[src/rtl/cc_pkg.sv]
// Shared constants for the caption inserter: cell layout of one caption window.
package cc_pkg;
    localparam int RUNIN_HALVES = 14;                // seven run-in cycles, two cells each
    localparam int START_HALVES = 6;                 // start bits 0,0,1
    localparam int DATA_BITS    = 16;                // two bytes
    localparam int HALF_TOTAL   = RUNIN_HALVES + START_HALVES + 2 * DATA_BITS;
    localparam int HIDX_W       = $clog2(HALF_TOTAL);
    typedef logic [HIDX_W-1:0] hidx_t;
endpackage

[src/rtl/cc_bit_timer.sv]
// Half-bit cell timer. After a start it steps a cell index through the window
// using a fractional accumulator: each pixel adds RATE_INC, and a cell ends
// when the sum reaches the line length. Assumes ppl > RATE_INC and that start
// is not raised again while busy.
module cc_bit_timer #(
    parameter int PIX_W    = 10,
    parameter int RATE_INC = 64
) (
    input  logic              clk,
    input  logic              rst_n,
    input  logic              start,
    input  logic [PIX_W-1:0]  ppl,
    output logic              busy,
    output cc_pkg::hidx_t     hidx,
    output logic              runin_done
);
    import cc_pkg::*;
    localparam hidx_t LAST = hidx_t'(HALF_TOTAL - 1);

    logic [PIX_W:0] acc;
    logic [PIX_W:0] acc_nx;
    logic           tick;

    // next accumulator value and end-of-cell decision
    always_comb begin
        acc_nx = acc + (PIX_W+1)'(RATE_INC);
        tick   = acc_nx >= {1'b0, ppl};
    end

    // window sequencing: start, step cells, stop after the last cell
    always_ff @(posedge clk) begin
        if (!rst_n) begin
            busy <= 1'b0;
            hidx <= '0;
            acc  <= '0;
        end else if (start && !busy) begin
            busy <= 1'b1;
            hidx <= '0;
            acc  <= '0;
        end else if (busy) begin
            if (tick) begin
                acc <= acc_nx - {1'b0, ppl};
                if (hidx == LAST) busy <= 1'b0;
                else              hidx <= hidx + 1'b1;
            end else begin
                acc <= acc_nx;
            end
        end
    end

    assign runin_done = busy && tick && (hidx == hidx_t'(RUNIN_HALVES - 1));

    // the cell index never skips a cell
    a_r4_single_step: assert property (@(posedge clk) disable iff (!rst_n)
        busy |=> (!busy || hidx == $past(hidx) || hidx == $past(hidx) + 1'b1));
    // the window closes right after the final cell
    a_r2_window_end: assert property (@(posedge clk) disable iff (!rst_n)
        (busy && hidx == LAST && tick) |=> !busy);
endmodule

[src/rtl/cc_field_buf.sv]
// Pending byte pair and pending flag for one field. A load captures both bytes
// and sets the flag; a clear drops the flag unless a load arrives in the same
// cycle. Assumes load is a single-cycle pulse.
module cc_field_buf (
    input  logic       clk,
    input  logic       rst_n,
    input  logic       ld,
    input  logic [7:0] in_a,
    input  logic [7:0] in_b,
    input  logic       clr,
    output logic [7:0] buf_a,
    output logic [7:0] buf_b,
    output logic       pending
);
    // capture host bytes on load
    always_ff @(posedge clk) begin
        if (!rst_n) begin
            buf_a <= '0;
            buf_b <= '0;
        end else if (ld) begin
            buf_a <= in_a;
            buf_b <= in_b;
        end
    end

    // pending flag: load has priority over clear
    always_ff @(posedge clk) begin
        if (!rst_n)   pending <= 1'b0;
        else if (ld)  pending <= 1'b1;
        else if (clr) pending <= 1'b0;
    end

    // a load always leaves the flag set
    a_r7_load_sets: assert property (@(posedge clk) disable iff (!rst_n)
        ld |=> pending);
    // without load or clear the flag holds
    a_r7_flag_holds: assert property (@(posedge clk) disable iff (!rst_n)
        (!ld && !clr) |=> $stable(pending));
endmodule

[src/rtl/cc_pattern.sv]
// Maps a half-bit cell index to the line level: run-in, start bits, then
// byte A and byte B, LSB first, two cells per bit. Purely combinational.
module cc_pattern (
    input  cc_pkg::hidx_t hidx,
    input  logic [7:0]    byte_a,
    input  logic [7:0]    byte_b,
    output logic          bit_hi
);
    import cc_pkg::*;
    localparam int DATA0 = RUNIN_HALVES + START_HALVES;

    hidx_t      dofs;
    logic [3:0] k;

    // select the level for the current cell
    always_comb begin
        dofs = hidx - hidx_t'(DATA0);
        k    = dofs[4:1];
        if (hidx < hidx_t'(RUNIN_HALVES))
            bit_hi = ~hidx[0];
        else if (hidx < hidx_t'(DATA0))
            bit_hi = (hidx >= hidx_t'(DATA0 - 2));
        else if (!k[3])
            bit_hi = byte_a[k[2:0]];
        else
            bit_hi = byte_b[k[2:0]];
    end
endmodule

[src/rtl/cc_line_inserter.sv]
// Caption line inserter top. Detects the caption line of either field, latches
// that field's pending pair and enable, and drives the two-level luma override
// across the window. Assumes line_num/pix_cnt come from the video timing and
// fmt_625 is steady during a window.
module cc_line_inserter #(
    parameter int PIX_W     = 10,
    parameter int LINE_W    = 10,
    parameter int START_PIX = 250,
    parameter int PPL_525   = 858,
    parameter int PPL_625   = 864,
    parameter int L525_F1   = 21,
    parameter int L525_F2   = 284,
    parameter int L625_F1   = 22,
    parameter int L625_F2   = 335,
    parameter int RATE_MULT = 32,
    parameter int LVL_BLANK = 64,
    parameter int LVL_ONE   = 160
) (
    input  logic              clk,
    input  logic              rst_n,
    input  logic              fmt_625,
    input  logic [LINE_W-1:0] line_num,
    input  logic [PIX_W-1:0]  pix_cnt,
    input  logic              en_f1,
    input  logic              en_f2,
    input  logic              ld_f1,
    input  logic [7:0]        f1_byte_a,
    input  logic [7:0]        f1_byte_b,
    input  logic              ld_f2,
    input  logic [7:0]        f2_byte_a,
    input  logic [7:0]        f2_byte_b,
    output logic [7:0]        cc_luma,
    output logic              cc_valid,
    output logic              stat_f1,
    output logic              stat_f2
);
    import cc_pkg::*;
    localparam int NF = 2;
    localparam logic [PIX_W-1:0] START_V = PIX_W'(START_PIX);
    localparam logic [7:0] BLANK_V = 8'(LVL_BLANK);
    localparam logic [7:0] ONE_V   = 8'(LVL_ONE);

    logic [PIX_W-1:0]  ppl;
    logic [LINE_W-1:0] tgt [NF];
    logic [NF-1:0]     hit, ld_v, en_v, clr_v, pend_v;
    logic [7:0]        in_a [NF], in_b [NF], buf_a [NF], buf_b [NF];
    logic              start, busy, runin_done, bit_hi;
    hidx_t             hidx;
    logic              cur_f, cur_en;
    logic [7:0]        act_a, act_b;

    // format-dependent line length and caption line numbers
    always_comb begin
        ppl    = fmt_625 ? PIX_W'(PPL_625) : PIX_W'(PPL_525);
        tgt[0] = fmt_625 ? LINE_W'(L625_F1) : LINE_W'(L525_F1);
        tgt[1] = fmt_625 ? LINE_W'(L625_F2) : LINE_W'(L525_F2);
    end

    assign ld_v  = {ld_f2, ld_f1};
    assign en_v  = {en_f2, en_f1};
    assign in_a[0] = f1_byte_a;
    assign in_b[0] = f1_byte_b;
    assign in_a[1] = f2_byte_a;
    assign in_b[1] = f2_byte_b;

    genvar f;
    generate
        for (f = 0; f < NF; f++) begin : g_field
            assign hit[f]   = (line_num == tgt[f]) && (pix_cnt == START_V);
            assign clr_v[f] = runin_done && cur_en && (cur_f == 1'(f));
            cc_field_buf u_buf (
                .clk(clk), .rst_n(rst_n), .ld(ld_v[f]),
                .in_a(in_a[f]), .in_b(in_b[f]), .clr(clr_v[f]),
                .buf_a(buf_a[f]), .buf_b(buf_b[f]), .pending(pend_v[f])
            );
        end
    endgenerate

    assign start = |hit;

    // capture working bytes, field and enable at window start
    always_ff @(posedge clk) begin
        if (!rst_n) begin
            cur_f  <= 1'b0;
            cur_en <= 1'b0;
            act_a  <= '0;
            act_b  <= '0;
        end else if (start && !busy) begin
            cur_f  <= hit[1];
            cur_en <= hit[1] ? en_v[1] : en_v[0];
            act_a  <= hit[1] ? buf_a[1] : buf_a[0];
            act_b  <= hit[1] ? buf_b[1] : buf_b[0];
        end
    end

    cc_bit_timer #(.PIX_W(PIX_W), .RATE_INC(2 * RATE_MULT)) u_timer (
        .clk(clk), .rst_n(rst_n), .start(start), .ppl(ppl),
        .busy(busy), .hidx(hidx), .runin_done(runin_done)
    );

    cc_pattern u_pat (.hidx(hidx), .byte_a(act_a), .byte_b(act_b), .bit_hi(bit_hi));

    // output level selection
    always_comb begin
        cc_valid = busy;
        if (!busy)                 cc_luma = '0;
        else if (cur_en && bit_hi) cc_luma = ONE_V;
        else                       cc_luma = BLANK_V;
    end

    assign stat_f1 = pend_v[0];
    assign stat_f2 = pend_v[1];

    // inside the window only the two legal levels appear
    a_r5_two_levels: assert property (@(posedge clk) disable iff (!rst_n)
        cc_valid |-> (cc_luma == BLANK_V || cc_luma == ONE_V));
    // the override is zero outside the window
    a_r5_idle_zero: assert property (@(posedge clk) disable iff (!rst_n)
        !cc_valid |-> (cc_luma == 8'd0));
    // a disabled line stays at blanking
    a_r6_disabled_blank: assert property (@(posedge clk) disable iff (!rst_n)
        (cc_valid && !cur_en) |-> (cc_luma == BLANK_V));
    // a disabled line never clears a pending flag
    a_r7_no_clear_disabled: assert property (@(posedge clk) disable iff (!rst_n)
        (cc_valid && !cur_en && !ld_f1 && !ld_f2) |=> ($stable(stat_f1) && $stable(stat_f2)));
endmodule

[config.mk]
export PLATFORM = sky130hd
export DESIGN_NAME = cc_line_inserter
export DESIGN_NICKNAME = d
export VERILOG_FILES = /design/src/rtl/cc_pkg.sv /design/src/rtl/cc_bit_timer.sv /design/src/rtl/cc_field_buf.sv /design/src/rtl/cc_pattern.sv /design/src/rtl/cc_line_inserter.sv
export SDC_FILE = /design/constraint.sdc
export NUM_CORES = 1
export LEC_CHECK = 0
export BUFFER_PORTS_ARGS = -buffer_cell sky130_fd_sc_hd__buf_2
export CORE_UTILIZATION = 45
export DETAILED_ROUTE_END_ITERATION = 10
export PLACE_DENSITY = 0.66
export SLEW_MARGIN = 10
export SYNTH_ARGS = -nofsm -noshare
export SYNTH_HDL_FRONTEND = slang
export SYNTH_HIERARCHICAL = 1
export SYNTH_SLANG_ARGS = --single-unit
[constraint.sdc]
create_clock -name clk -period 3.06 [get_ports clk]
set_input_delay 0.153 -clock clk [delete_from_list [all_inputs] [get_ports clk]]
set_output_delay 0.153 -clock clk [all_outputs]
set_load 0.05 [all_outputs]
Word-level counts from Yosys, hierarchy flattened
Cells that the tools add are included.
{ "word_totals": {"regBits": 70, "in_bits": 59} }
{ "op_classes": {"magnitude_cmp": 5, "eq_ne": 5, "reduce_logical": 15, "bitwise_logic": 4, "n_addsub": 4, "mux": 24} }
{ "ops": {"columns": ["cell", "count"], "rows": [
  ["$mux 8", 4],
  ["$mux 1", 14],
  ["$add 11x7->11 const B", 1],
  ["$ge 11x10->1", 1],
  ["$mux 11", 1],
  ["$sub 11x10->11", 1],
  ["$eq 10x5->1", 1],
  ["$eq 10x8->1 const B", 1],
  ["$eq 10x9->1", 1],
  ["$logic_and 1x1->1", 9],
  ["$mux 7", 1],
  ["$add 6x1->6 const B", 1],
  ["$bmux 1 s3", 2],
  ["$eq 6x4->1 const B", 1],
  ["$eq 6x6->1 const B", 1],
  ["$ge 6x5->1 const B", 1],
  ["$lt 6x4->1 const B", 1],
  ["$lt 6x5->1 const B", 1],
  ["$mux 6", 1],
  ["$sub 5x5->5 const B", 1],
  ["$lt 3x4->1 const B", 1],
  ["$not 1->1", 4],
  ["$reduce_bool 2->1", 2],
  ["$reduce_or 2->1", 2],
  ["3 further kinds", 3]
]} }

Logic depth before layout (Yosys ltp)
Gate-level depths: netlist (run 1).
{ "logic_depth": {"ltp_word": 9, "mapped_depth": 12, "depth_no_buf": 12} }

Cells and area by module
Netlist (run 1), hierarchy kept.
{ "by_module_without_submodules": {"columns": ["module", "n_inst", "seq_area_each_um2", "cells_each", "area_per_inst_um2"], "rows": [
  ["cc_bit_timer", 1, 360.3, 172, 1442.6],
  ["cc_field_buf", 2, 340.3, 54, 649.4],
  ["cc_line_inserter", 1, 360.3, 116, 1062.3],
  ["cc_pattern", 1, 0.0, 25, 262.8]
]} }

Worst setup path after synthesis (run 1)
OpenSTA, ideal clock, no wires.
{ "synth_path": {"path_type": "register to output", "start": "register u_timer.hidx[2]", "end": "output cc_luma[6]", "path_stages_with_launch": 8, "t_arrival_ns": 2.562, "path_slack_ns": 0.345, "t_required_ns": 2.907, "cell_sequence": "dfxtp_1 -> inv_1 -> ha_1 -> and3_2 -> o21ai_0 -> nand3b_1 -> a21o_1 -> a21boi_0"} }
{ "synth_via": {"elab_chain_len": 9} }
{ "synth_lines": {"columns": ["item", "line", "rtl"], "rows": [
  ["start, declared", "cc_bit_timer.sv:14", "output cc_pkg::hidx_t hidx,"],
  ["start signal, assigned", "cc_bit_timer.sv:44", "else hidx <= hidx + 1'b1;"],
  ["$sub 5x5->5", "cc_pattern.sv:17", "dofs = hidx - hidx_t'(DATA0);"],
  ["$bmux 1 s3, on equally long branches", "cc_pattern.sv:24, cc_pattern.sv:26", null],
  ["$mux 1, on equally long branches", "cc_pattern.sv:24, cc_pattern.sv:26", null],
  ["$mux 1", "cc_pattern.sv:23", "else if (!k[3])"],
  ["$mux 1", "cc_pattern.sv:21", "else if (hidx < hidx_t'(DATA0))"],
  ["$mux 1 (*)", "cc_pattern.sv:19", "if (hidx < hidx_t'(RUNIN_HALVES))"],
  ["via bit_hi", "cc_line_inserter.sv:47", "logic start, busy, runin_done, bit_hi;"],
  ["$logic_and 1x1->1 (*)", "cc_line_inserter.sv:107", "else if (cur_en && bit_hi) cc_luma = ONE_V;"],
  ["$mux 8 (*)", "cc_line_inserter.sv:107", null],
  ["$mux 8 (*)", "cc_line_inserter.sv:106", "if (!busy) cc_luma = '0;"],
  ["end, declared", "cc_line_inserter.sv:32", "output logic [7:0] cc_luma,"]
]} }
Mark *: on every way through the listed nets, which the timed path passes. The rest lies on a longest branch. The select of a mux whose other input is x is not followed.

Worst setup path after layout (run 1)
{ "layout_path": {"start": "register u_timer.acc[6]", "end": "register g_field[0].u_buf.pending"} }
{ "layout_via": {"elab_chain_len": 7} }
{ "layout_lines": {"columns": ["item", "line", "rtl"], "rows": [
  ["start, declared", "cc_bit_timer.sv:20", "logic [PIX_W:0] acc;"],
  ["start signal, assigned", "cc_bit_timer.sv:42", "acc <= acc_nx - {1'b0, ppl};"],
  ["start signal, assigned", "cc_bit_timer.sv:46", "acc <= acc_nx;"],
  ["$add 11x7->11", "cc_bit_timer.sv:26", "acc_nx = acc + (PIX_W+1)'(RATE_INC);"],
  ["$ge 11x10->1", "cc_bit_timer.sv:27", "tick = acc_nx >= {1'b0, ppl};"],
  ["$logic_and 1x1->1 (2 in series)", "cc_bit_timer.sv:51", "assign runin_done = busy && tick && (hidx == hidx_t'(RUNIN_HALVES - 1));"],
  ["via runin_done", "cc_line_inserter.sv:47", null],
  ["$logic_and 1x1->1 (2 in series)", "cc_line_inserter.sv:70", "assign clr_v[f] = runin_done && cur_en && (cur_f == 1'(f));"],
  ["via clr_v[0]", "cc_line_inserter.sv:45", "logic [NF-1:0] hit, ld_v, en_v, clr_v, pend_v;"],
  ["$reduce_bool 2->1 (no line)", null, null],
  ["end signal, assigned", "cc_field_buf.sv:28", "if (!rst_n) pending <= 1'b0;"],
  ["end signal, assigned", "cc_field_buf.sv:29", "else if (ld) pending <= 1'b1;"],
  ["end signal, assigned", "cc_field_buf.sv:30", "else if (clr) pending <= 1'b0;"],
  ["end, declared", "cc_field_buf.sv:13", "output logic pending"]
]} }
The timed path passes the listed nets, and every way through them passes these cells.
A chain may end at the register's enable or synchronous reset.

==> results of run 1 <==
-- worst max-delay path by stage --
stage                               start                        to  slack (ns)  depth (start not counted)
after floorplan           u_timer/hidx[2]                cc_luma[6]        0.34                          7
after global placement     u_timer/acc[6]  g_field[1].u_buf/pending        0.36                         11
after detailed placement   u_timer/acc[6]  g_field[1].u_buf/pending        0.27                         11
after CTS                  u_timer/acc[6]  g_field[0].u_buf/pending        0.25                         11
after global routing       u_timer/acc[6]  g_field[0].u_buf/pending        0.10                         11
final                      u_timer/acc[6]  g_field[0].u_buf/pending        0.25                         11
-- state kept, by name (all words and copies together) (netlist names), 2 cells and up --
| register | cells |
|---|---|
| act_a | 8 |
| act_b | 8 |
| g_field.u_buf/buf_a | 16 |
| g_field.u_buf/buf_b | 16 |
| g_field.u_buf/pending | 2 |
| u_timer/acc | 11 |
| u_timer/hidx | 6 |
-- Yosys cell counts, types with 3 or more instances --
cell type / instances
o21ai_1: 12
xnor2_1: 9
dfxtp_1: 70
nand4_1: 7
nor3b_1: 3
inv_1: 21
nand2_1: 14
a211oi_1: 7
ha_1: 16
buf_6: 7
and3_1: 3
buf_12: 3
mux2i_1: 57
xor2_1: 4
nor2_1: 24
clkbuf_1: 5
nor2b_1: 35
mux4_1: 4
a21oi_1: 32
o21ai_0: 17
nand3_1: 11
buf_4: 6
-- worst reg2reg max path: stages (launching register included) --
cell and delay (ns):
dfxtp_1 0.35, ha_1 0.32, ha_1 0.39, nand4_1 0.17, o31ai_2 0.33, a211oi_4 0.17
a21oi_4 0.18, nand3_1 0.11, nor4b_2 0.29, and3_1 0.20, nor2b_1 0.05, o21a_1 0.16
-- power groups by stage --
stage          registers [mW]  logic, mW  clock network (mW)
2_1_floorplan           0.974      0.142                   0
3_3_place_gp            0.970      0.201                   0
3_5_place_dp            0.972      0.204                   0
4_1_cts                 0.950      0.205               0.937
5_1_grt                 0.954      0.228               0.981
6_report                0.950      0.204               0.919
-- routing by layer --
metal | share of wire, % | routed length [µm]
met1 | 50 | 4280
met2 | 44 | 3830
met3 | 4.4 | 383
met4 | 1.3 | 116
met5 | 0 | 0
-- cell families (layout without fill, tap and decap cells) --
| family | count (synthesis) | count (layout) | synth area share (%) |
|---|---|---|---|
| AND/OR/NAND/NOR | 119 | 119 | 17.0 |
| AO/OA/AOI/OAI | 96 | 96 | 16.5 |
| flip-flops | 70 | 70 | 34.5 |
| multiplexers | 61 | 61 | 16.6 |
| buffers and inverters | 43 | 109 | 7.05 |
| adder cells (fa/ha/maj) | 17 | 17 | 5.42 |
| XOR/XNOR | 13 | 13 | 2.80 |
| other | 2 | 11 | 0.185 |
-- layout make-up --
type | instances | share of cell area (%)
inverter | 21 | 1.69
clock buffer | 11 | 3.04
sequential | 70 | 30.1
tap | 108 | 2.90
timing repair buffer | 72 | 8.17
multi-input combinational | 317 | 51.8
clock inverter | 5 | 2.28
-- per-stage QoR --
stage | std cells | utilization, % | worst slack, ns | power (mW)
global placement | 588 | 50.5 | 0.360 | 1.17
finish | 604 | 53.4 | 0.250 | 2.07
CTS | 604 | 53.4 | 0.247 | 2.09
global route | 604 | 53.4 | 0.102 | 2.16
floorplan | 430 | - | 0.345 | 1.12
detailed placement | 588 | 50.5 | 0.271 | 1.18
==> impl_results.rst, run 1 <==
.. list-table::
   :header-rows: 1

   * - Metric
     - Value
   * - Routed wirelength normalized by instance count
     - 14.3 µm
   * - Critical Path Source Type
     - flip-flop
   * - Clock transition at the registers of the reported paths
     - 0.08 ns
   * - Met3 layer usage reported by global route
     - 4.53%
   * - Floorplan row count
     - 34
   * - Worst Hold Depth
     - 3
   * - Via count normalized by instance count
     - 5.30
   * - Max-cap violations
     - 0
   * - Fraction of the yosys area taken by sequential cells
     - 34.5%
   * - Antenna violations before repair
     - 0
   * - Post-DRT Antenna Nets
     - 0
   * - Data arrival time of the critical path
     - 3.05 ns
   * - Maximum number of pins on one net before global-route repair
     - 57
   * - Internal power
     - 1.60 mW
   * - Number of violations reported at the end of detailed-routing iteration 0
     - 76
   * - Share of async-settable or async-resettable flops after synthesis
     - 0%
   * - Port Buffers
     - 64
   * - Wire length of the first global-routing pass
     - 14700 µm
   * - CP peak stage delay
     - 0.39 ns
   * - Setup repair after global routing missed its margin
     - no
   * - Maximum level of the CTS H-tree
     - 3
   * - Global-route total usage across every layer
     - 19.2%
   * - Horizontal extent of the die
     - 97.1 µm
   * - ANT cells
     - 0
   * - Placer Congestion
     - 0.878
   * - PwrDens
     - 445 nW/µm²
   * - Final layout net count
     - 567
   * - Fraction of power consumed by combinational cells
     - 9.9%
   * - Worst-case hold slack
     - 0.0582 ns
   * - Slew of the pin with the lowest slew margin
     - 0.551 ns
   * - Die H
     - 97.1 µm
   * - Maximum count of clock buffers along a single path
     - 2
   * - Design area
     - 4660 µm²
   * - Count of final max-slew check failures
     - 0
   * - Critical Path, Cell by Cell
     - ha_1 > ha_1 > nand4_1 > o31ai_2 > a211oi_4 > a21oi_4 > nand3_1 > nor4b_2 > and3_1 > nor2b_1 > o21a_1
   * - Most common cell after layout, fill and taps aside
     - dfxtp_1
   * - DRC
     - 0
   * - Layout-stage area growth over the synthesis result
     - 14.5%
   * - Num Clock Sinks
     - 70
   * - Top cells by area, synth
     - dfxtp_1 34%, mux2i_1 14%, nor2b_1 5.4%, ha_1 4.9%, a21oi_1 3.9%
   * - Class of the tightest hold or removal check
     - input port to flip-flop
   * - 1st-pass router iterations
     - 4
   * - Yosys cell types
     - 69
   * - Netlist Area Pre-Place
     - 4070 µm²
   * - Final global-route overflow total
     - 0
   * - Run status
     - finished clean
   * - Share of post-route cells with drive strength above 1
     - 21.6%
   * - Placed instance area
     - 4410 µm²
   * - Type of the worst setup path
     - flip-flop to flip-flop
   * - Area fraction of the dominant cell type after synthesis
     - 34.5%
   * - Reported leakage power
     - 2.13 nW
   * - Clock Skews
     - 0.0117 ns
   * - Crit path max-delay family
     - compound AO/OA/AOI/OAI gates
   * - Cts hold-fix bufs
     - 0
   * - Post-synth top area cell
     - dfxtp_1
   * - Shortest period the worst path allows
     - 2.81 ns
   * - Setup TNS after final layout
     - 0 ns
   * - Post-synth top flop
     - dfxtp_1
   * - Most prevalent standard cell on the critical path
     - ha_1
   * - Tcrit/Tclk final
     - 91.8%
   * - Effective utilization at floorplan
     - 46.6%
   * - Fraction of met1 tracks used by global routing
     - 25.7%
   * - Worst Reg2Reg Path Length in Cells
     - 11
   * - Dpl hpwl
     - 6320 µm
   * - Met2 capacity usage during global routing
     - 29.8%
   * - Worst-path cell with the longest stage delay
     - ha_1
   * - Yosys warning total
     - 6
   * - Area of the core
     - 8720 µm²
   * - Worst Hold End
     - g_field[1].u_buf/buf_a[5]
   * - Hold Path Origin
     - f2_byte_a[5]
   * - Synthesized netlist cell count
     - 421
   * - Count of endpoints failing hold in the final timing report
     - 0
   * - Total net switching power
     - 0.478 mW
   * - Number of setup violations in the final report
     - 0
   * - Register bit total from synthesis
     - 70
   * - CTS tree
     - done
   * - Setup bufs post-CTS
     - 0
   * - Req. time, crit path
     - 3.30 ns
   * - Mean post-synth cell area
     - 9.66 µm²
   * - Total area of multi-input combinational cells
     - 2410 µm²
   * - Number of buffer and inverter stages on the critical path
     - 0
   * - PostCTS Resize Cnt
     - 0
   * - Reg area
     - 1400 µm²
   * - Clock buffers created by TritonCTS
     - 9
   * - Clock share of power
     - 44.3%
   * - Headroom to the max-slew limit
     - 63.3%
   * - Via count of the first global-routing pass
     - 3107
   * - Achievable clock frequency
     - 356 MHz
   * - Area of the die
     - 9420 µm²
   * - GRT busiest layer
     - met2
   * - Fraction of power consumed by sequential logic
     - 45.8%
   * - Io pins
     - 70
   * - Worst vdd rail ir drop
     - 0.000330 V
   * - Switching Share
     - 23.1%
   * - Top fanout value on the critical path
     - 8
   * - # fillers
     - 796
   * - Post-synth EDFFs
     - 0
   * - Slack of the worst reg-to-reg path
     - 0.25 ns
   * - Most frequent cells in the layout
     - 70 x dfxtp_1, 64 x buf_2, 57 x mux2i_1
   * - Via total after detailed routing
     - 3203
   * - Reg-to-Reg End
     - g_field[0].u_buf/pending
   * - Launch point of the worst reg-to-reg path
     - u_timer/acc[6]
   * - Root Driver
     - clkbuf_8
   * - Type of element capturing the critical path
     - flip-flop
   * - Wire length after detailed routing
     - 8610 µm
   * - Clock network latency to the later pin of the worst-skew pair
     - 0.35 ns
Power figures use the tool's default switching activity.
==> inputs of run 2 (changes only) <==
--- a/config.mk
+++ b/config.mk
@@ -6,5 +6,5 @@
 export NUM_CORES = 1
 export LEC_CHECK = 0
-export BUFFER_PORTS_ARGS = -buffer_cell sky130_fd_sc_hd__buf_2
+export BUFFER_PORTS_ARGS = -buffer_cell sky130_fd_sc_hd__buf_4
 export CORE_UTILIZATION = 45
 export DETAILED_ROUTE_END_ITERATION = 10
==> constraint.sdc (replaced) <==
create_clock -name clk -period 3.06 [get_ports clk]
set_input_delay 0.306 -clock clk [delete_from_list [all_inputs] [get_ports clk]]
set_output_delay 0.306 -clock clk [all_outputs]
set_load 0.05 [all_outputs]
==> run 2 against run 1 <==
Largest cell class unchanged. Critical path type is now flip-flop to output port. Final cell count decreased by 0.33%. Die area is the same. Routed wire length rose by 1.2%. Count of clock-buffer cells in the layout shrank 1. Via count increased by 0.28%. Fmax shrank 1.2%. Design area rose by 1.7%.
==> impl_results.rst, run 2 (synthesized netlist as in run 1, its figures left out) <==
.. list-table::
   :header-rows: 1

   * - Metric
     - Value
   * - Run status
     - finished clean
   * - Wire length of the first global-routing pass
     - 14800 µm
   * - Worst-path cell with the longest stage delay
     - mux4_1
   * - Clock Skews
     - 0.00741 ns
   * - Count of endpoints failing hold in the final timing report
     - 0
   * - Die H
     - 97.1 µm
   * - Cts hold-fix bufs
     - 0
   * - Class of the tightest hold or removal check
     - input port to flip-flop
   * - Slack of the worst reg-to-reg path
     - 0.26 ns
   * - Launch point of the worst reg-to-reg path
     - u_timer/acc[6]
   * - Reg-to-Reg End
     - g_field[1].u_buf/pending
   * - Clock share of power
     - 37.0%
   * - Crit path max-delay family
     - multiplexers
   * - Worst Reg2Reg Path Length in Cells
     - 11
   * - Number of setup violations in the final report
     - 0
   * - Number of placed cells counting well taps
     - 586
   * - Layout-stage area growth over the synthesis result
     - 16.5%
   * - Share of post-route cells with drive strength above 1
     - 21.5%
   * - Type of the worst setup path
     - flip-flop to output port
   * - Clock network latency to the later pin of the worst-skew pair
     - 0.34 ns
   * - Setup bufs post-CTS
     - 0
   * - Tcrit/Tclk final
     - 93.0%
   * - Internal power
     - 1.37 mW
   * - Most frequent cells in the layout
     - 70 x dfxtp_1, 70 x buf_4, 57 x mux2i_1
   * - Num Clock Sinks
     - 70
   * - Number of violations reported at the end of detailed-routing iteration 0
     - 126
   * - Worst vdd rail ir drop
     - 0.000360 V
   * - Data arrival time of the critical path
     - 2.54 ns
   * - Worst Hold Depth
     - 3
   * - Area of the core
     - 8720 µm²
   * - Clock transition at the registers of the reported paths
     - 0.08 ns
   * - Root Driver
     - clkbuf_8
   * - 1st-pass router iterations
     - 4
   * - Maximum count of clock buffers along a single path
     - 2
   * - Worst Hold End
     - g_field[0].u_buf/buf_a[6]
   * - Setup ws final
     - 0.215 ns
   * - Final layout net count
     - 565
   * - Number of buffer and inverter stages on the critical path
     - 1
   * - Top fanout value on the critical path
     - 10
   * - DRC
     - 0
   * - Via count of the first global-routing pass
     - 3101
   * - Io pins
     - 70
   * - PostCTS Resize Cnt
     - 0
   * - Biggest registers after layout
     - g_field.u_buf/buf_a (16), g_field.u_buf/buf_b (16), u_timer/acc (11)
   * - CP peak stage delay
     - 0.65 ns
   * - # fillers
     - 788
   * - Shortest period the worst path allows
     - 2.84 ns
   * - Placer Congestion
     - 0.875
   * - Type of element capturing the critical path
     - output port
   * - Final global-route overflow total
     - 0
   * - Area of the die
     - 9420 µm²
   * - Global-route total usage across every layer
     - 19.2%
   * - Setup repair after global routing missed its margin
     - no
   * - Reported leakage power
     - 2.14 nW
   * - Port Buffers
     - 64
   * - ANT cells
     - 0
   * - Slew of the pin with the lowest slew margin
     - 0.536 ns
   * - Wire length after detailed routing
     - 8710 µm
   * - Antenna violations before repair
     - 0
   * - PwrDens
     - 394 nW/µm²
   * - Post-route insts no fill
     - 602
   * - Fraction of power consumed by combinational cells
     - 12.0%
   * - Count of final max-slew check failures
     - 0
   * - Sum of internal, switching and leakage power
     - 1.87 mW
   * - Critical Path Source Type
     - flip-flop
   * - Maximum level of the CTS H-tree
     - 3
   * - Via count normalized by instance count
     - 5.34
   * - Post-DRT Antenna Nets
     - 0
   * - Clock buffers created by TritonCTS
     - 9
   * - Hold Path Origin
     - f1_byte_a[6]
   * - Dpl hpwl
     - 6380 µm
   * - Routed wirelength normalized by instance count
     - 14.5 µm
   * - Max-cap violations
     - 0
   * - Maximum number of pins on one net before global-route repair
     - 58
   * - Fin util
     - 54.3%
   * - Via total after detailed routing
     - 3212
   * - Switching Share
     - 26.5%
   * - Critical Path, Cell by Cell
     - mux4_1 > o21ai_1 > nand3_1 > a21o_1 > a21boi_0 > buf_4
   * - Setup TNS after final layout
     - 0 ns
   * - Total net switching power
     - 0.495 mW
   * - Horizontal extent of the die
     - 97.1 µm
   * - Req. time, crit path
     - 2.75 ns
   * - Achievable clock frequency
     - 352 MHz
   * - Fraction of power consumed by sequential logic
     - 51.0%
   * - CTS tree
     - done
   * - Worst setup slack after placement
     - 0.282 ns
   * - Floorplan row count
     - 34
   * - Effective utilization at floorplan
     - 46.6%
   * - Headroom to the max-slew limit
     - 64.2%
run 2: changes by cell type in the layout (fill, tap and decap cells not counted):
| cell | change |
|---|---|
| buf_2 | -64 |
| buf_4 | +62 |
| bufinv_16 | -3 |
| clkbuf_1 | -1 |
| clkinv_2 | +1 |
| clkinv_4 | -1 |
| clkinvlp_4 | +2 |
| inv_6 | +2 |
run 2: cell type report:
type                            count  area (µm²)  share of cell area, %
Tap cell                          108         135                   2.85
Sequential cell                    70        1400                   29.6
Clock inverter                      6        45.0                  0.951
Inverter                           21        78.8                   1.66
Timing Repair Buffer               70         526                   11.1
Clock buffer                       10         138                   2.91
Multi-Input combinational cell    317        2410                   50.9
run 2: worst min-delay path: cells and delay by family:
family	cells	cell delay [ns]
mux	1	0.05
simple gates	1	0.10
buf+inv	1	0.07
run 2: layer usage:
metal / up-vias / global-route usage, % / wire length (µm)
li1: 1639 / - / -
met1: 1503 / 26.8 / 4290
met2: 66 / 29.7 / 4000
met3: 4 / 4.46 / 375
met4: 0 / 4.82 / 46
met5: - / 0 / 0
run 2: worst max-delay path by stage:
stage                     from                  endpoint  slack, ns  cells past startpoint
2_1_floorplan  u_timer/hidx[2]                cc_luma[6]       0.19                      7
3_3_place_gp    u_timer/acc[6]  g_field[1].u_buf/pending       0.36                     11
3_5_place_dp    u_timer/acc[6]  g_field[0].u_buf/pending       0.28                     11
4_1_cts        u_timer/hidx[1]                cc_luma[6]       0.23                      6
5_1_grt         u_timer/acc[6]  g_field[0].u_buf/pending       0.08                     11
6_report       u_timer/hidx[1]                cc_luma[6]       0.22                      6
run 2: stage by stage:
stage,instance area [µm²],hold slack (ns)
floorplan,4100,0.434
global placement,4550,0.484
detailed placement,4550,0.485
CTS,4740,0.208
global route,4740,0.218
finish,4740,0.221
run 2: power groups by stage:
stage	clock network [mW]	logic (mW)	registers (mW)
final	0.691	0.224	0.950
after global routing	0.745	0.247	0.954
after CTS	0.706	0.226	0.951
after detailed placement	0	0.225	0.972
after global placement	0	0.221	0.971
after floorplan	0	0.142	0.974
